`src/rtl/smb_slv_pkg.sv`:
```
package smb_slv_pkg;

  typedef enum logic [2:0] {
    PH_IDLE,
    PH_ADDR,
    PH_ACK,
    PH_WR,
    PH_RD,
    PH_RDACK
  } phase_e;

  // header bytes (command, length) that precede write data
  localparam int unsigned HDR_BYTES = 2;

endpackage

```
`src/rtl/smb_line_filter.sv`:
```
module smb_line_filter #(
  parameter int unsigned FILT_LEN = 3
) (
  input  logic clk,
  input  logic rst_n,
  input  logic line_i,
  output logic line_o,
  output logic sync_o
);
  localparam int unsigned CNT_W = (FILT_LEN > 1) ? $clog2(FILT_LEN) : 1;

  logic [1:0]       sync_q;
  logic             filt_q, filt_d;
  logic [CNT_W-1:0] cnt_q, cnt_d;

  always_comb begin
    filt_d = filt_q;
    cnt_d  = cnt_q;
    if (sync_q[1] == filt_q) begin
      cnt_d = '0;
    end else if (cnt_q == CNT_W'(FILT_LEN - 1)) begin
      filt_d = sync_q[1];
      cnt_d  = '0;
    end else begin
      cnt_d = cnt_q + 1'b1;
    end
  end

  always_ff @(posedge clk or negedge rst_n) begin
    if (!rst_n) begin
      sync_q <= 2'b11;
      filt_q <= 1'b1;
      cnt_q  <= '0;
    end else begin
      sync_q <= {sync_q[0], line_i};
      filt_q <= filt_d;
      cnt_q  <= cnt_d;
    end
  end

  assign line_o = filt_q;
  assign sync_o = sync_q[1];

endmodule

```
`src/rtl/smb_bus_events.sv`:
```
module smb_bus_events (
  input  logic clk,
  input  logic rst_n,
  input  logic scl_i,
  input  logic sda_i,
  output logic scl_rise,
  output logic scl_fall,
  output logic start_det,
  output logic stop_det
);
  logic scl_q, sda_q;

  always_ff @(posedge clk or negedge rst_n) begin
    if (!rst_n) begin
      scl_q <= 1'b1;
      sda_q <= 1'b1;
    end else begin
      scl_q <= scl_i;
      sda_q <= sda_i;
    end
  end

  assign scl_rise  = scl_i & ~scl_q;
  assign scl_fall  = ~scl_i & scl_q;
  assign start_det = scl_i & scl_q & sda_q & ~sda_i;
  assign stop_det  = scl_i & scl_q & ~sda_q & sda_i;

endmodule

```
`src/rtl/smb_reg_bank.sv`:
```
module smb_reg_bank #(
  parameter int unsigned NUM_REGS = 4,
  parameter logic [NUM_REGS*8-1:0] RST_VAL = 32'hFFFF_FF42,
  localparam int unsigned IDX_W = (NUM_REGS > 1) ? $clog2(NUM_REGS) : 1
) (
  input  logic                  clk,
  input  logic                  rst_n,
  input  logic                  wr_en,
  input  logic [IDX_W-1:0]      wr_idx,
  input  logic [7:0]            wr_data,
  input  logic [IDX_W-1:0]      rd_idx,
  output logic [7:0]            rd_data,
  output logic [NUM_REGS*8-1:0] regs_o
);
  logic [7:0] mem_q [NUM_REGS];

  for (genvar g = 0; g < NUM_REGS; g++) begin : g_reg
    logic ce;
    assign ce = wr_en && (wr_idx == IDX_W'(g));
    always_ff @(posedge clk or negedge rst_n) begin
      if (!rst_n) begin
        mem_q[g] <= RST_VAL[8*g +: 8];
      end else if (ce) begin
        mem_q[g] <= wr_data;
      end
    end
    assign regs_o[8*g +: 8] = mem_q[g];
  end

  always_comb begin
    rd_data = 8'h00;
    for (int i = 0; i < NUM_REGS; i++) begin
      if (rd_idx == IDX_W'(i)) rd_data = mem_q[i];
    end
  end

endmodule

```
`src/rtl/smb_xfer_fsm.sv`:
```
module smb_xfer_fsm
  import smb_slv_pkg::*;
#(
  parameter logic [6:0]  SLV_ADDR = 7'b1101001,
  parameter int unsigned NUM_REGS = 4,
  parameter logic [7:0]  BCNT_VAL = 8'h09,
  localparam int unsigned IDX_W = (NUM_REGS > 1) ? $clog2(NUM_REGS) : 1
) (
  input  logic             clk,
  input  logic             rst_n,
  input  logic             scl_rise,
  input  logic             scl_fall,
  input  logic             start_det,
  input  logic             stop_det,
  input  logic             sda_i,
  input  logic [7:0]       rd_data,
  output logic [IDX_W-1:0] rd_idx,
  output logic             wr_en,
  output logic [IDX_W-1:0] wr_idx,
  output logic [7:0]       wr_data,
  output logic             sda_oe
);
  localparam int unsigned PTR_MAX = NUM_REGS + HDR_BYTES;
  localparam int unsigned PTR_W   = $clog2(PTR_MAX + 1);

  phase_e           ph_q, ph_d;
  logic [3:0]       bit_q, bit_d;
  logic [7:0]       sh_q, sh_d;
  logic [PTR_W-1:0] ptr_q, ptr_d;
  logic             rd_q, rd_d;
  logic             oe_q, oe_d;

  logic [PTR_W-1:0] ptr_m1, wr_off, ptr_inc;
  logic             rd_in_range, wr_ok;
  logic [7:0]       tx_byte;

  // pointer decode for both directions
  assign ptr_m1      = ptr_q - 1'b1;
  assign wr_off      = ptr_q - PTR_W'(HDR_BYTES);
  assign ptr_inc     = (ptr_q == PTR_W'(PTR_MAX)) ? ptr_q : ptr_q + 1'b1;
  assign rd_in_range = (ptr_q != '0) && (ptr_m1 < PTR_W'(NUM_REGS));
  assign wr_ok       = (ptr_q >= PTR_W'(HDR_BYTES)) && (wr_off < PTR_W'(NUM_REGS));
  assign rd_idx      = ptr_m1[IDX_W-1:0];
  assign wr_idx      = wr_off[IDX_W-1:0];
  assign wr_data     = sh_q;

  always_comb begin
    if (ptr_q == '0)      tx_byte = BCNT_VAL;
    else if (rd_in_range) tx_byte = rd_data;
    else                  tx_byte = 8'h00;
  end

  always_comb begin
    ph_d  = ph_q;
    bit_d = bit_q;
    sh_d  = sh_q;
    ptr_d = ptr_q;
    rd_d  = rd_q;
    oe_d  = oe_q;
    wr_en = 1'b0;
    if (start_det) begin
      ph_d  = PH_ADDR;
      bit_d = '0;
      ptr_d = '0;
      oe_d  = 1'b0;
    end else if (stop_det) begin
      ph_d = PH_IDLE;
      oe_d = 1'b0;
    end else begin
      case (ph_q)
        PH_ADDR, PH_WR: begin
          if (scl_rise && bit_q != 4'd8) begin
            sh_d  = {sh_q[6:0], sda_i};
            bit_d = bit_q + 1'b1;
          end else if (scl_fall && bit_q == 4'd8) begin
            if (ph_q == PH_ADDR) begin
              if (sh_q[7:1] == SLV_ADDR) begin
                rd_d  = sh_q[0];
                oe_d  = 1'b1;
                ptr_d = '0;
                ph_d  = PH_ACK;
              end else begin
                ph_d = PH_IDLE;
              end
            end else begin
              wr_en = wr_ok;
              ptr_d = ptr_inc;
              oe_d  = 1'b1;
              ph_d  = PH_ACK;
            end
          end
        end
        PH_ACK: begin
          if (scl_fall) begin
            bit_d = '0;
            if (rd_q) begin
              sh_d  = tx_byte;
              oe_d  = ~tx_byte[7];
              ptr_d = ptr_inc;
              ph_d  = PH_RD;
            end else begin
              oe_d = 1'b0;
              ph_d = PH_WR;
            end
          end
        end
        PH_RD: begin
          if (scl_fall) begin
            if (bit_q == 4'd7) begin
              oe_d = 1'b0;
              ph_d = PH_RDACK;
            end else begin
              sh_d  = {sh_q[6:0], 1'b0};
              oe_d  = ~sh_q[6];
              bit_d = bit_q + 1'b1;
            end
          end
        end
        PH_RDACK: begin
          if (scl_rise) ph_d = sda_i ? PH_IDLE : PH_ACK;
        end
        default: ;
      endcase
    end
  end

  always_ff @(posedge clk or negedge rst_n) begin
    if (!rst_n) begin
      ph_q  <= PH_IDLE;
      bit_q <= '0;
      sh_q  <= '0;
      ptr_q <= '0;
      rd_q  <= 1'b0;
      oe_q  <= 1'b0;
    end else begin
      ph_q  <= ph_d;
      bit_q <= bit_d;
      sh_q  <= sh_d;
      ptr_q <= ptr_d;
      rd_q  <= rd_d;
      oe_q  <= oe_d;
    end
  end

  assign sda_oe = oe_q;

endmodule

```
`src/rtl/smb_blk_slave.sv`:
```
module smb_blk_slave #(
  parameter logic [6:0]  SLV_ADDR = 7'b1101001,
  parameter int unsigned NUM_REGS = 4,
  parameter logic [7:0]  BCNT_VAL = 8'h09,
  parameter logic [NUM_REGS*8-1:0] RST_VAL = 32'hFFFF_FF42,
  parameter int unsigned FILT_LEN = 3
) (
  input  logic                  clk,
  input  logic                  rst_n,
  input  logic                  scl_i,
  input  logic                  sda_i,
  output logic                  sda_oe,
  output logic [NUM_REGS*8-1:0] reg_q
);
  localparam int unsigned IDX_W = (NUM_REGS > 1) ? $clog2(NUM_REGS) : 1;

  // reset: asserted asynchronously, released on the clock
  logic [1:0] rst_pipe;
  logic       rst_s;
  always_ff @(posedge clk or negedge rst_n) begin
    if (!rst_n) rst_pipe <= 2'b00;
    else        rst_pipe <= {rst_pipe[0], 1'b1};
  end
  assign rst_s = rst_pipe[1];

  // line index 0 = SCL, 1 = SDA
  logic [1:0] line_raw, line_f, line_s;
  assign line_raw = {sda_i, scl_i};

  for (genvar g = 0; g < 2; g++) begin : g_line
    smb_line_filter #(.FILT_LEN(FILT_LEN)) filt_i (
      .clk    (clk),
      .rst_n  (rst_s),
      .line_i (line_raw[g]),
      .line_o (line_f[g]),
      .sync_o (line_s[g])
    );
  end

  logic scl_rise, scl_fall, start_det, stop_det;

  smb_bus_events evt_i (
    .clk       (clk),
    .rst_n     (rst_s),
    .scl_i     (line_f[0]),
    .sda_i     (line_f[1]),
    .scl_rise  (scl_rise),
    .scl_fall  (scl_fall),
    .start_det (start_det),
    .stop_det  (stop_det)
  );

  logic [IDX_W-1:0] rd_idx, wr_idx;
  logic [7:0]       rd_data, wr_data;
  logic             wr_en;

  smb_xfer_fsm #(
    .SLV_ADDR (SLV_ADDR),
    .NUM_REGS (NUM_REGS),
    .BCNT_VAL (BCNT_VAL)
  ) fsm_i (
    .clk       (clk),
    .rst_n     (rst_s),
    .scl_rise  (scl_rise),
    .scl_fall  (scl_fall),
    .start_det (start_det),
    .stop_det  (stop_det),
    .sda_i     (line_f[1]),
    .rd_data   (rd_data),
    .rd_idx    (rd_idx),
    .wr_en     (wr_en),
    .wr_idx    (wr_idx),
    .wr_data   (wr_data),
    .sda_oe    (sda_oe)
  );

  smb_reg_bank #(
    .NUM_REGS (NUM_REGS),
    .RST_VAL  (RST_VAL)
  ) bank_i (
    .clk     (clk),
    .rst_n   (rst_s),
    .wr_en   (wr_en),
    .wr_idx  (wr_idx),
    .wr_data (wr_data),
    .rd_idx  (rd_idx),
    .rd_data (rd_data),
    .regs_o  (reg_q)
  );

endmodule

```
`config.mk`:
```
export PLATFORM = sky130hd
export DESIGN_NAME = smb_blk_slave
export DESIGN_NICKNAME = d
export VERILOG_FILES = /design/src/rtl/smb_slv_pkg.sv /design/src/rtl/smb_line_filter.sv /design/src/rtl/smb_bus_events.sv /design/src/rtl/smb_reg_bank.sv /design/src/rtl/smb_xfer_fsm.sv /design/src/rtl/smb_blk_slave.sv
export SDC_FILE = /design/constraint.sdc
export NUM_CORES = 1
export LEC_CHECK = 0
export BUFFER_PORTS_ARGS = -buffer_cell sky130_fd_sc_hd__buf_2
export CELL_PAD_IN_SITES_DETAIL_PLACEMENT = 1
export CELL_PAD_IN_SITES_GLOBAL_PLACEMENT = 1
export CORE_MARGIN = 2
export CORE_UTILIZATION = 46
export DETAILED_ROUTE_END_ITERATION = 8
export PLACE_DENSITY = 0.86
export SYNTH_ARGS = -nofsm -noshare
export SYNTH_HDL_FRONTEND = slang
export SYNTH_SLANG_ARGS = --single-unit
```
`constraint.sdc`:
```
create_clock -name clk -period 5 [get_ports clk]
set_input_delay 0.75 -clock clk [delete_from_list [all_inputs] [get_ports clk]]
set_output_delay 0.75 -clock clk [all_outputs]
set_load 0.02 [all_outputs]
```
* Yosys cells after proc, flatten, opt, wreduce, memory -nomap -nowiden *
Index checks and enable logic that the tools add are counted.

word-level totals
  register bits after elaboration = 66
  output and inout bits = 33
  logic and storage cells = 176

operators by class
  reduce and logical (&&, ||, !) cells = 26
  bitwise operators = 18
  add/sub/neg operators = 6
  mux-type cells = 63
  order comparisons = 3
  equal/unequal tests = 41

operators by type and width
  operator            number
  $mux 8              11
  $mux 3              18
  $mux 4              6
  $pmux 8 s3          1
  $reduce_and 7->1    3
  $ne 4x3->1 const B  5
  $mux 1              16
  $ne 3x2->1 const B  5
  $mux 2              7
  $eq 2x2->1 const B  6
  $ne 4x4->1 const B  3
  $pmux 3 s4          1
  $pmux 4 s3          1
  $reduce_and 6->1    2
  $not 1->1           11
  $ne 2x1->1 const B  5
  $eq 3x3->1 const B  3
  $reduce_bool 3->1   3
  $logic_and 1x1->1   8
  $reduce_and 8->1    1
  $and 1x1->1         7
  $eq 7x7->1 const B  1
  $eq 3x2->1 const B  2
  $lt 3x3->1 const B  2
  23 further kinds    29

* Logic depth before layout (Yosys ltp) *
Gate-level depths: netlist of the first run.

  depth in word-level cells = 14
  gate-level depth with buffers = 8

* Cells and area by module *
A second synthesis of the first run with hierarchy kept.

unflattened totals
  cell total of the unflattened synthesis = 284
  area total of the unflattened synthesis = 3508.4 um2

modules (own cells, without submodules)
  module           area an instance (um2)  cells each  times used  seq. area each (um2)
  smb_xfer_fsm     1577.8                  177         1           500.5
  smb_reg_bank     1433.9                  78          1           833.3
  smb_line_filter  178.9                   10          2           128.9
  smb_bus_events   85.1                    6           1           52.6
  smb_blk_slave    53.8                    3           1           50.0

* Worst setup path before layout of the first run *
No wires, ideal clock.

  path kind = flip-flop to flip-flop
  from = register g_line[0].filt_i.filt_q
  to = register fsm_i.sh_q[6] (netlist: fsm_i.wr_data[6])
  library setup time = 0.073 ns
  clock period less this slack = 1.800 ns
  setup slack = 3.200 ns
  cell stages (with the launch flop) = 8
  data arrival time = 1.727 ns
  cells stage by stage = dfstp_2 -> buf_2 -> nor2b_1 -> nand4b_1 -> a311oi_4 -> buf_6 -> nor2_1 -> a21oi_2

on the way
  word-level cells in the longest chain between the ends = 5
  elaborated cells on any way between the ends = 15
  those cells by class = eq/ne (3); bitwise (10); reduce/logical (2)

RTL lines
  item                                          line                                        RTL
  from (decl)                                   smb_line_filter.sv:13                       logic filt_q, filt_d;
  from (signal assigned)                        smb_line_filter.sv:36                       filt_q <= filt_d;
  $and 1x1->1                                   smb_bus_events.sv:25, smb_bus_events.sv:26
  $and 1x1->1 (on tied branches) (2 in series)  smb_bus_events.sv:25, smb_bus_events.sv:26
  $not 1->1 (no line)                           n/a
  $reduce_and 8->1 (no line) (*)                n/a
  to (signal assigned)                          smb_xfer_fsm.sv:131                         sh_q <= '0;
  to (signal assigned)                          smb_xfer_fsm.sv:138                         sh_q <= sh_d;
  to (decl)                                     smb_xfer_fsm.sv:28                          logic [7:0] sh_q, sh_d;

Mark *: on every way between the ends. The rest lies on a longest branch, timed or not.
A chain may end at the register's enable or synchronous reset.

* Worst setup path after layout of the first run *
  from = register fsm_i.ph_q[0]
  to = register fsm_i.sh_q[7] (netlist: fsm_i.wr_data[7])

on the way
  word-level cells in the longest chain between the ends = 4
  elaborated cells on any way between the ends = 13
  those cells by class = eq/ne (9); mux (1); reduce/logical (3)

RTL lines
  item                                                              line                 RTL
  from (decl)                                                       smb_xfer_fsm.sv:26   phase_e ph_q, ph_d;
  from (signal assigned)                                            smb_xfer_fsm.sv:136  ph_q <= ph_d;
  $eq 3x2->1 / $eq 3x1->1 (equally long branches)                   smb_xfer_fsm.sv:70   case (ph_q)
  $reduce_or 2->1                                                   smb_xfer_fsm.sv:70
  $ne 2x1->1 (no line) / $reduce_bool 3->1 (equally long branches)  n/a
  $reduce_and 8->1 (no line)                                        n/a

Several ways; a longest one is shown, not always the timed one.

==> impl_metrics.yaml, run 1 <==
run_status:
  run_status: "finished, final reports clean"
grt:
  grt.busiest_layer: "met2"
  grt_usage_pct: 23.1
  grt_overflow: 0
  grt_use_met2_pct: 37.9
  grt_max_degree: 44
  met3_usage_pct: 5.03
  use_met1_pct: 31.1
  antenna_found_initial: 0
  grt_pass1_wl_um: 14900
  grt_pass1_vias: 2776
timing:
  worstMarginPinSlew_ns: 0.772
  slew_headroom_pct: 48.5
  min_period_ns: 2.63
  timing.final.hold_violations: 0
  setup_viol: 0
  final.setup.tns_ns: 0
  slew_violations: 0
  max_clock_freq_ghz: 0.381
  rsz0062_at_grt: "false"
  post-route-period-util_pct: 52.6
  fin_worst_skew_ns: 0.0137
  setup_ws_ns: 2.37
synthesis:
  synthFlopType: "dfstp_2"
  ys_types: 57
  seq_area_frac_synth_pct: 50.1
  yosys.area.top_type_share_pct: 26.4
  yosysTopAreaCell: "dfstp_2"
  ys_seq_elements: 66
  synth_area_um2: 3380
  ys_warn_count: 0
  netlist_instances: 306
  syn_avg_cell_area_um2: 11.0
  async_reset_ff_share_pct: 100
  synth_edf_count: 0
  ys_top_cells_by_area: "dfstp_2, dfrtp_1, mux2_2"
  syn_nets: 318
place:
  gp_congestion: 0.874
  place_hpwl_um: 6070
  pre_cts_slack_ns: 2.37
  port_buffers: 36
worst_setup_path:
  arrival_ns: 2.86
  reg2reg_from: "fsm_i.ph_q[0]$_DFFE_PN0P_"
  crit_chain: "or3b_1 -> a21oi_1 -> a311oi_4 -> o211ai_1 -> o21a_1"
  critPathLaunch: "fsm_i.ph_q[0]$_DFFE_PN0P_"
  ff2ff_setup_slack_ns: 2.37
  required_ns: 5.23
  critical_path_class: "flip-flop to flip-flop"
  ff2ff_path_depth: 5
  max_stage_delay_ns: 0.74
  cp-start-kind: "flip-flop"
  crit_slowest_cell: "dfrtp_1"
  crit_path_end_kind: "flip-flop"
  crit_fanout: 22
  r2r_end: "fsm_i.wr_data[7]$_DFFE_PN0P_"
route:
  wl_per_cell_um: 19.9
  initialDrtViolationCount: 177
  final_antenna_net_count: 0
  dr.pass1.iters: 4
  drc: 0
  num_vias: 2614
  wl_um: 8780
  via_per_inst: 5.91
worst_hold_path:
  worstHoldPathType: "input port to async pin"
pwr:
  power_frac_comb_pct: 26.9
  p_per_area_nw_per_um2: 445
  switching_share_pct: 37.2
  clkPwrFrac_pct: 27.0
  ir_drop_mv: 0.266
  pwr-share-seq_pct: 46.0
  p_int_uw: 1060
  switchingPower_uw: 630
  p_leak_uw: 0.00168
cts:
  ctsHtreeMaxLevel: 3
  postCtsHoldBufs: 0
  cts_tree: "built"
  clockBufferDepth: 2
  root_buffer: "clkbuf_8"
  cts.clk_slew.worst_paths_ns: 0.07
  cts-resized-gates: 0
  numCtsBuffers: 9
  clock-sinks: 66
  clock_latency_ns: 0.35
  postCtsSetupBuffers: 0
floorplan:
  die_area_um2: 8050
  start_util_pct: 47.1
  row_count: 31
  die_h_um: 89.7
  die_x_um: 89.7
  core-area_um2: 7180
  io_pins: 37
final_layout:
  nFillCells: 808
  area_delta_synth_final_pct: 12.7
  drive_above_1_share_pct: 38.2
  multiInputGateArea_um2: 1560
  seq_area_um2: 1700
  diodes: 0
  nets: 350
job:
  maxCapViolations: 0
## cell usage in the layout, fill, tap and decap left out, types with 2 or more instances in the layout
cell | netlist | final
a211oi_1 | 3 | 3
a21oi_1 | 14 | 14
a21oi_2 | 2 | 2
a221oi_1 | 2 | 2
a22o_1 | 2 | 2
a22oi_1 | 8 | 8
a31oi_1 | 8 | 8
a41oi_1 | 2 | 2
and3_1 | 2 | 2
buf_2 | 4 | 36
clkbuf_8 | 0 | 10
clkinv_2 | 0 | 2
clkinvlp_4 | 0 | 2
dfrtp_1 | 32 | 31
dfstp_2 | 34 | 34
ha_1 | 8 | 8
inv_1 | 10 | 10
mux2_1 | 2 | 2
mux2_2 | 33 | 33
nand2_1 | 15 | 15
nand2_2 | 4 | 4
nand2b_1 | 5 | 5
nand3_1 | 8 | 8
nand3b_1 | 8 | 8
nand4b_1 | 3 | 3
nor2_1 | 19 | 19
nor2b_1 | 8 | 8
nor3_1 | 5 | 5
nor3b_1 | 5 | 5
o21ai_0 | 11 | 11
o22ai_1 | 8 | 8
o31ai_1 | 2 | 2
xnor2_1 | 4 | 4
## how the worst max path moves through the flow
stage | depth (start not counted) | slack [ns] | to
floorplan | 0 | 3.09 | bank_i.regs_o[0]$_DFFE_PN0P_
global placement | 4 | 2.57 | fsm_i.wr_data[7]$_DFFE_PN0P_
detailed placement | 5 | 2.37 | fsm_i.wr_data[7]$_DFFE_PN0P_
CTS | 5 | 2.35 | fsm_i.wr_data[7]$_DFFE_PN0P_
global route | 5 | 2.21 | fsm_i.wr_data[7]$_DFFE_PN0P_
finish | 5 | 2.37 | fsm_i.wr_data[7]$_DFFE_PN0P_
## stage by stage
step / area [um^2] / instances / power, uW / hold slack, ns / utilization [%]
floorplan: 3380 / 306 / 1100 / 0.331 / -
global route: 3810 / 442 / 1800 / 0.174 / 53.1
global placement: 3610 / 426 / 1200 / 0.244 / 50.3
CTS: 3810 / 442 / 1710 / 0.174 / 53.1
finish: 3810 / 442 / 1690 / 0.183 / 53.1
detailed placement: 3610 / 426 / 1240 / 0.233 / 50.3
## power by group through the flow
| stage | logic [uW] | registers [uW] | clock network (uW) |
|---|---|---|---|
| 2_1_floorplan | 383 | 717 | 0 |
| 3_3_place_gp | 429 | 776 | 0 |
| 3_5_place_dp | 453 | 783 | 0 |
| 4_1_cts | 459 | 780 | 467 |
| 5_1_grt | 510 | 800 | 493 |
| 6_report | 456 | 780 | 458 |
## layer usage
metal	routed length, um	up-vias
li1	-	1190
met1	3930	1344
met2	4270	69
met3	450	11
met4	127	0
met5	0	-
## kinds of logic (layout without fill, tap and decap cells)
logic type	count (synthesis)	in the layout	synth area share [%]
and+or+nand+nor	92	92	15.4
muxes	35	35	11.7
other	1	1	0.111
adders and majority gates	8	8	2.96
xor gates and xnor gates	4	4	1.04
AOI/OAI and AO/OA	74	74	15.1
DFF	66	66	50.1
buffers and inverters	26	63	3.59
## synth_stat cells, types with 3 or more instances
library cell and instances:
dfstp_2 34, mux2_2 33, dfrtp_1 32, nor2_1 19, nand2_1 15, a21oi_1 14, o21ai_0 11, inv_1 10
a22oi_1 8, a31oi_1 8, clkbuf_1 8, ha_1 8, nand3_1 8, nand3b_1 8, nor2b_1 8, o22ai_1 8
nand2b_1 5, nor3_1 5, nor3b_1 5, buf_2 4, nand2_2 4, xnor2_1 4, a211oi_1 3, nand4b_1 3
## critical path: cells and delay by family (launching register included)
kind,cells,cell delay (ns)
AOI/OAI and AO/OA,4,1.18
DFF,1,0.74
and+or+nand+nor,1,0.58
## registers in the layout (all words and copies together), names as in the netlist
name and count:
evt_i.scl_q 1, fsm_i.rd_q 1, bank_i.regs_o 32, fsm_i.wr_data 8
evt_i.sda_q 1, rst_pipe 2, g_line.filt_i.line_o 2, fsm_i.bit_q 4
g_line.filt_i.sync_q 4, g_line.filt_i.cnt_q 4, fsm_i.ptr_q 3, fsm_i.ph_q 3
fsm_i.sda_oe 1
## area by class of cell
class                           instances  area share [%]
Sequential cell                        66            44.5
Multi-Input combinational cell        214            41.1
Timing Repair Buffer                   37            4.93
Clock buffer                           10            3.61
Tap cell                               99            3.25
Clock inverter                          6            1.67
Inverter                               10           0.985
Note: power is estimated with default switching activity, not from simulation.
==> run 2: changes to the inputs <==
--- a/config.mk
+++ b/config.mk
@@ -9,9 +9,9 @@
 export CELL_PAD_IN_SITES_DETAIL_PLACEMENT = 1
 export CELL_PAD_IN_SITES_GLOBAL_PLACEMENT = 1
 export CORE_MARGIN = 2
-export CORE_UTILIZATION = 46
+export CORE_UTILIZATION = 42
 export DETAILED_ROUTE_END_ITERATION = 8
-export PLACE_DENSITY = 0.86
+export PLACE_DENSITY = 0.83
 export SYNTH_ARGS = -nofsm -noshare
 export SYNTH_HDL_FRONTEND = slang
 export SYNTH_SLANG_ARGS = --single-unit
==> constraint.sdc (replaced) <==
create_clock -name clk -period 2.3 [get_ports clk]
set_input_delay 0.345 -clock clk [delete_from_list [all_inputs] [get_ports clk]]
set_output_delay 0.345 -clock clk [all_outputs]
set_load 0.02 [all_outputs]
==> run 2 against run 1 <==
Register-to-register slack got worse by 2.2 ns. Fmax increased by 22%. Sequential share of layout area down 1.8 points. Count of clock-buffer cells in the layout rose by 1. Flip-flop and latch count is the same. Clock skew shrank 0.0041 ns. Sequential power up 120%. Critical path type unchanged. Largest cell class unchanged. Largest power group unchanged.
==> impl_metrics.yaml, run 2 (synthesis gave the netlist of run 1 again) <==
worst_setup_path:
  arrival_ns: 2.43
  crit_slowest_cell: "dfrtp_1"
  reg2reg_from: "fsm_i.bit_q[0]$_DFFE_PN0P_"
  max_stage_delay_ns: 0.44
  path_depth: 7
  r2r_end: "bank_i.regs_o[12]$_DFFE_PN1P_"
  required_ns: 2.57
  path_delay_family: "simple AND/OR/NAND/NOR gates"
  ff2ff_setup_slack_ns: 0.15
  cp-start-kind: "flip-flop"
  critPathLaunch: "fsm_i.bit_q[0]$_DFFE_PN0P_"
  critPathBufInv: 2
  crit_fanout: 8
  crit_chain: "inv_1 -> ha_1 -> nand3b_1 -> buf_4 -> nor3_2 -> nand2_2 -> mux2_1"
  critical_path_class: "flip-flop to flip-flop"
  ff2ff_path_depth: 7
  crit_path_end_kind: "flip-flop"
place:
  gp_congestion: 0.874
  dp_cells: 438
  pre_cts_slack_ns: 0.121
  port_buffers: 36
  place_hpwl_um: 6570
final_layout:
  area_delta_synth_final_pct: 17.6
  drive_above_1_share_pct: 41.2
  final_util_pct: 51.2
  nFillCells: 854
  nets: 364
  final_common_cell: "buf_2"
  largest_register_ffs: 32
  final_cell_mix: "buf_2, dfstp_2, mux2_2, dfrtp_1, nor2_1"
  diodes: 0
  finalNonFillerCells: 459
floorplan:
  core-area_um2: 7770
  row_count: 32
  die_area_um2: 8780
  die_h_um: 93.7
  die_x_um: 93.7
  start_util_pct: 43.5
  io_pins: 37
route:
  dr.pass1.iters: 4
  drc: 0
  via_per_inst: 5.83
  wl_um: 9530
  wl_per_cell_um: 20.8
  num_vias: 2677
  initialDrtViolationCount: 214
  final_antenna_net_count: 0
job:
  maxCapViolations: 0
cts:
  cts_tree: "built"
  clock_latency_ns: 0.34
  clock-sinks: 66
  clockBufferDepth: 2
  cts.clk_slew.worst_paths_ns: 0.08
  root_buffer: "clkbuf_8"
  ctsHtreeMaxLevel: 3
  numCtsBuffers: 9
timing:
  slew_headroom_pct: 57.6
  post-route-period-util_pct: 93.6
  min_period_ns: 2.15
  setup_ws_ns: 0.147
  worstMarginPinSlew_ns: 0.626
  fin_worst_skew_ns: 0.00962
  setup_viol: 0
  timing.final.hold_violations: 0
  max_clock_freq_ghz: 0.465
  slew_violations: 0
pwr:
  p_int_uw: 2550
  power_frac_comb_pct: 28.8
  p_leak_uw: 0.00176
  clkPwrFrac_pct: 28.7
  switching_share_pct: 36.1
  fin_total_pwr_uw: 3990
  switchingPower_uw: 1440
  pwr-share-seq_pct: 42.5
  p_per_area_nw_per_um2: 1000
  ir_drop_mv: 0.515
grt:
  antenna_found_initial: 0
  grt_max_degree: 41
  grt_usage_pct: 23.0
  grt_overflow: 0
  grt_pass1_wl_um: 15400
  grt_pass1_vias: 2864
run_status:
  run_status: "finished, final reports clean"
worst_hold_path:
  worstHoldPathType: "input port to flip-flop"
  hp-start: "scl_i"
  hold_path_depth: 1
  min_to: "g_line[0].filt_i.sync_q[0]$_DFF_PN1_"
-- run 2: cell count changes in the layout (fill, tap and decap cells not counted), sizes merged --
cell	change
clkbuf	+1
buf	+13
dlygate4sd3	+1
clkinv	-2
bufinv	+1
-- run 2: metrics by stage --
stage,cell area [um^2],hold WS [ns],setup TNS (ns)
3_3_place_gp,3690,0.129,0
5_1_grt,3980,0.0799,-0.0735
3_5_place_dp,3690,0.132,0
2_1_floorplan,3380,0.0494,0
6_report,3980,0.0964,0
4_1_cts,3940,0.0867,0
-- run 2: cell type report --
type / count / area [um^2] / area share, %
Clock buffer: 11 / 151 / 3.81
Clock inverter: 5 / 83.8 / 2.11
Inverter: 10 / 37.5 / 0.944
Multi-Input combinational cell: 214 / 1570 / 39.5
Sequential cell: 66 / 1700 / 42.7
Tap cell: 102 / 128 / 3.21
Timing Repair Buffer: 51 / 308 / 7.74
-- run 2: worst max-delay path by stage --
stage | endpoint | slack, ns
after detailed placement | fsm_i.wr_data[3]$_DFFE_PN0P_ | 0.12
after CTS | fsm_i.wr_data[3]$_DFFE_PN0P_ | 0.04
after global routing | fsm_i.wr_data[3]$_DFFE_PN0P_ | -0.04
final | bank_i.regs_o[12]$_DFFE_PN1P_ | 0.15
after floorplan | bank_i.regs_o[0]$_DFFE_PN0P_ | 0.39
after global placement | fsm_i.wr_data[3]$_DFFE_PN0P_ | 0.18
-- run 2: power groups by stage --
| stage | Combinational [uW] | Sequential, uW | Clock (uW) |
|---|---|---|---|
| 2_1_floorplan | 833 | 1560 | 0 |
| 3_3_place_gp | 1010 | 1680 | 0 |
| 3_5_place_dp | 1060 | 1700 | 0 |
| 4_1_cts | 1080 | 1690 | 1160 |
| 5_1_grt | 1270 | 1730 | 1210 |
| 6_report | 1150 | 1700 | 1150 |
-- run 2: timing repair --
item	in CTS	in global routing
endpoints found under the setup margin	0	5
buffers inserted	0	4
hold buffers	1	0
hold endpoints to repair	2	0
resized for setup	0	3
-- run 2: worst register-to-register path, stage by stage (launching register included) --
cell and delay, ns:
dfrtp_1 0.44, inv_1 0.08, ha_1 0.14, nand3b_1 0.15, buf_4 0.20, nor3_2 0.43, nand2_2 0.27, mux2_1 0.37
-- run 2: metal layers --
layer  wire, um  up-vias  GRT usage, %
li1           -     1203             -
met4        214        0          8.45
met2       4770       80          37.3
met3        401       23          3.37
met5          0        -             0
met1       4140     1371          31.5
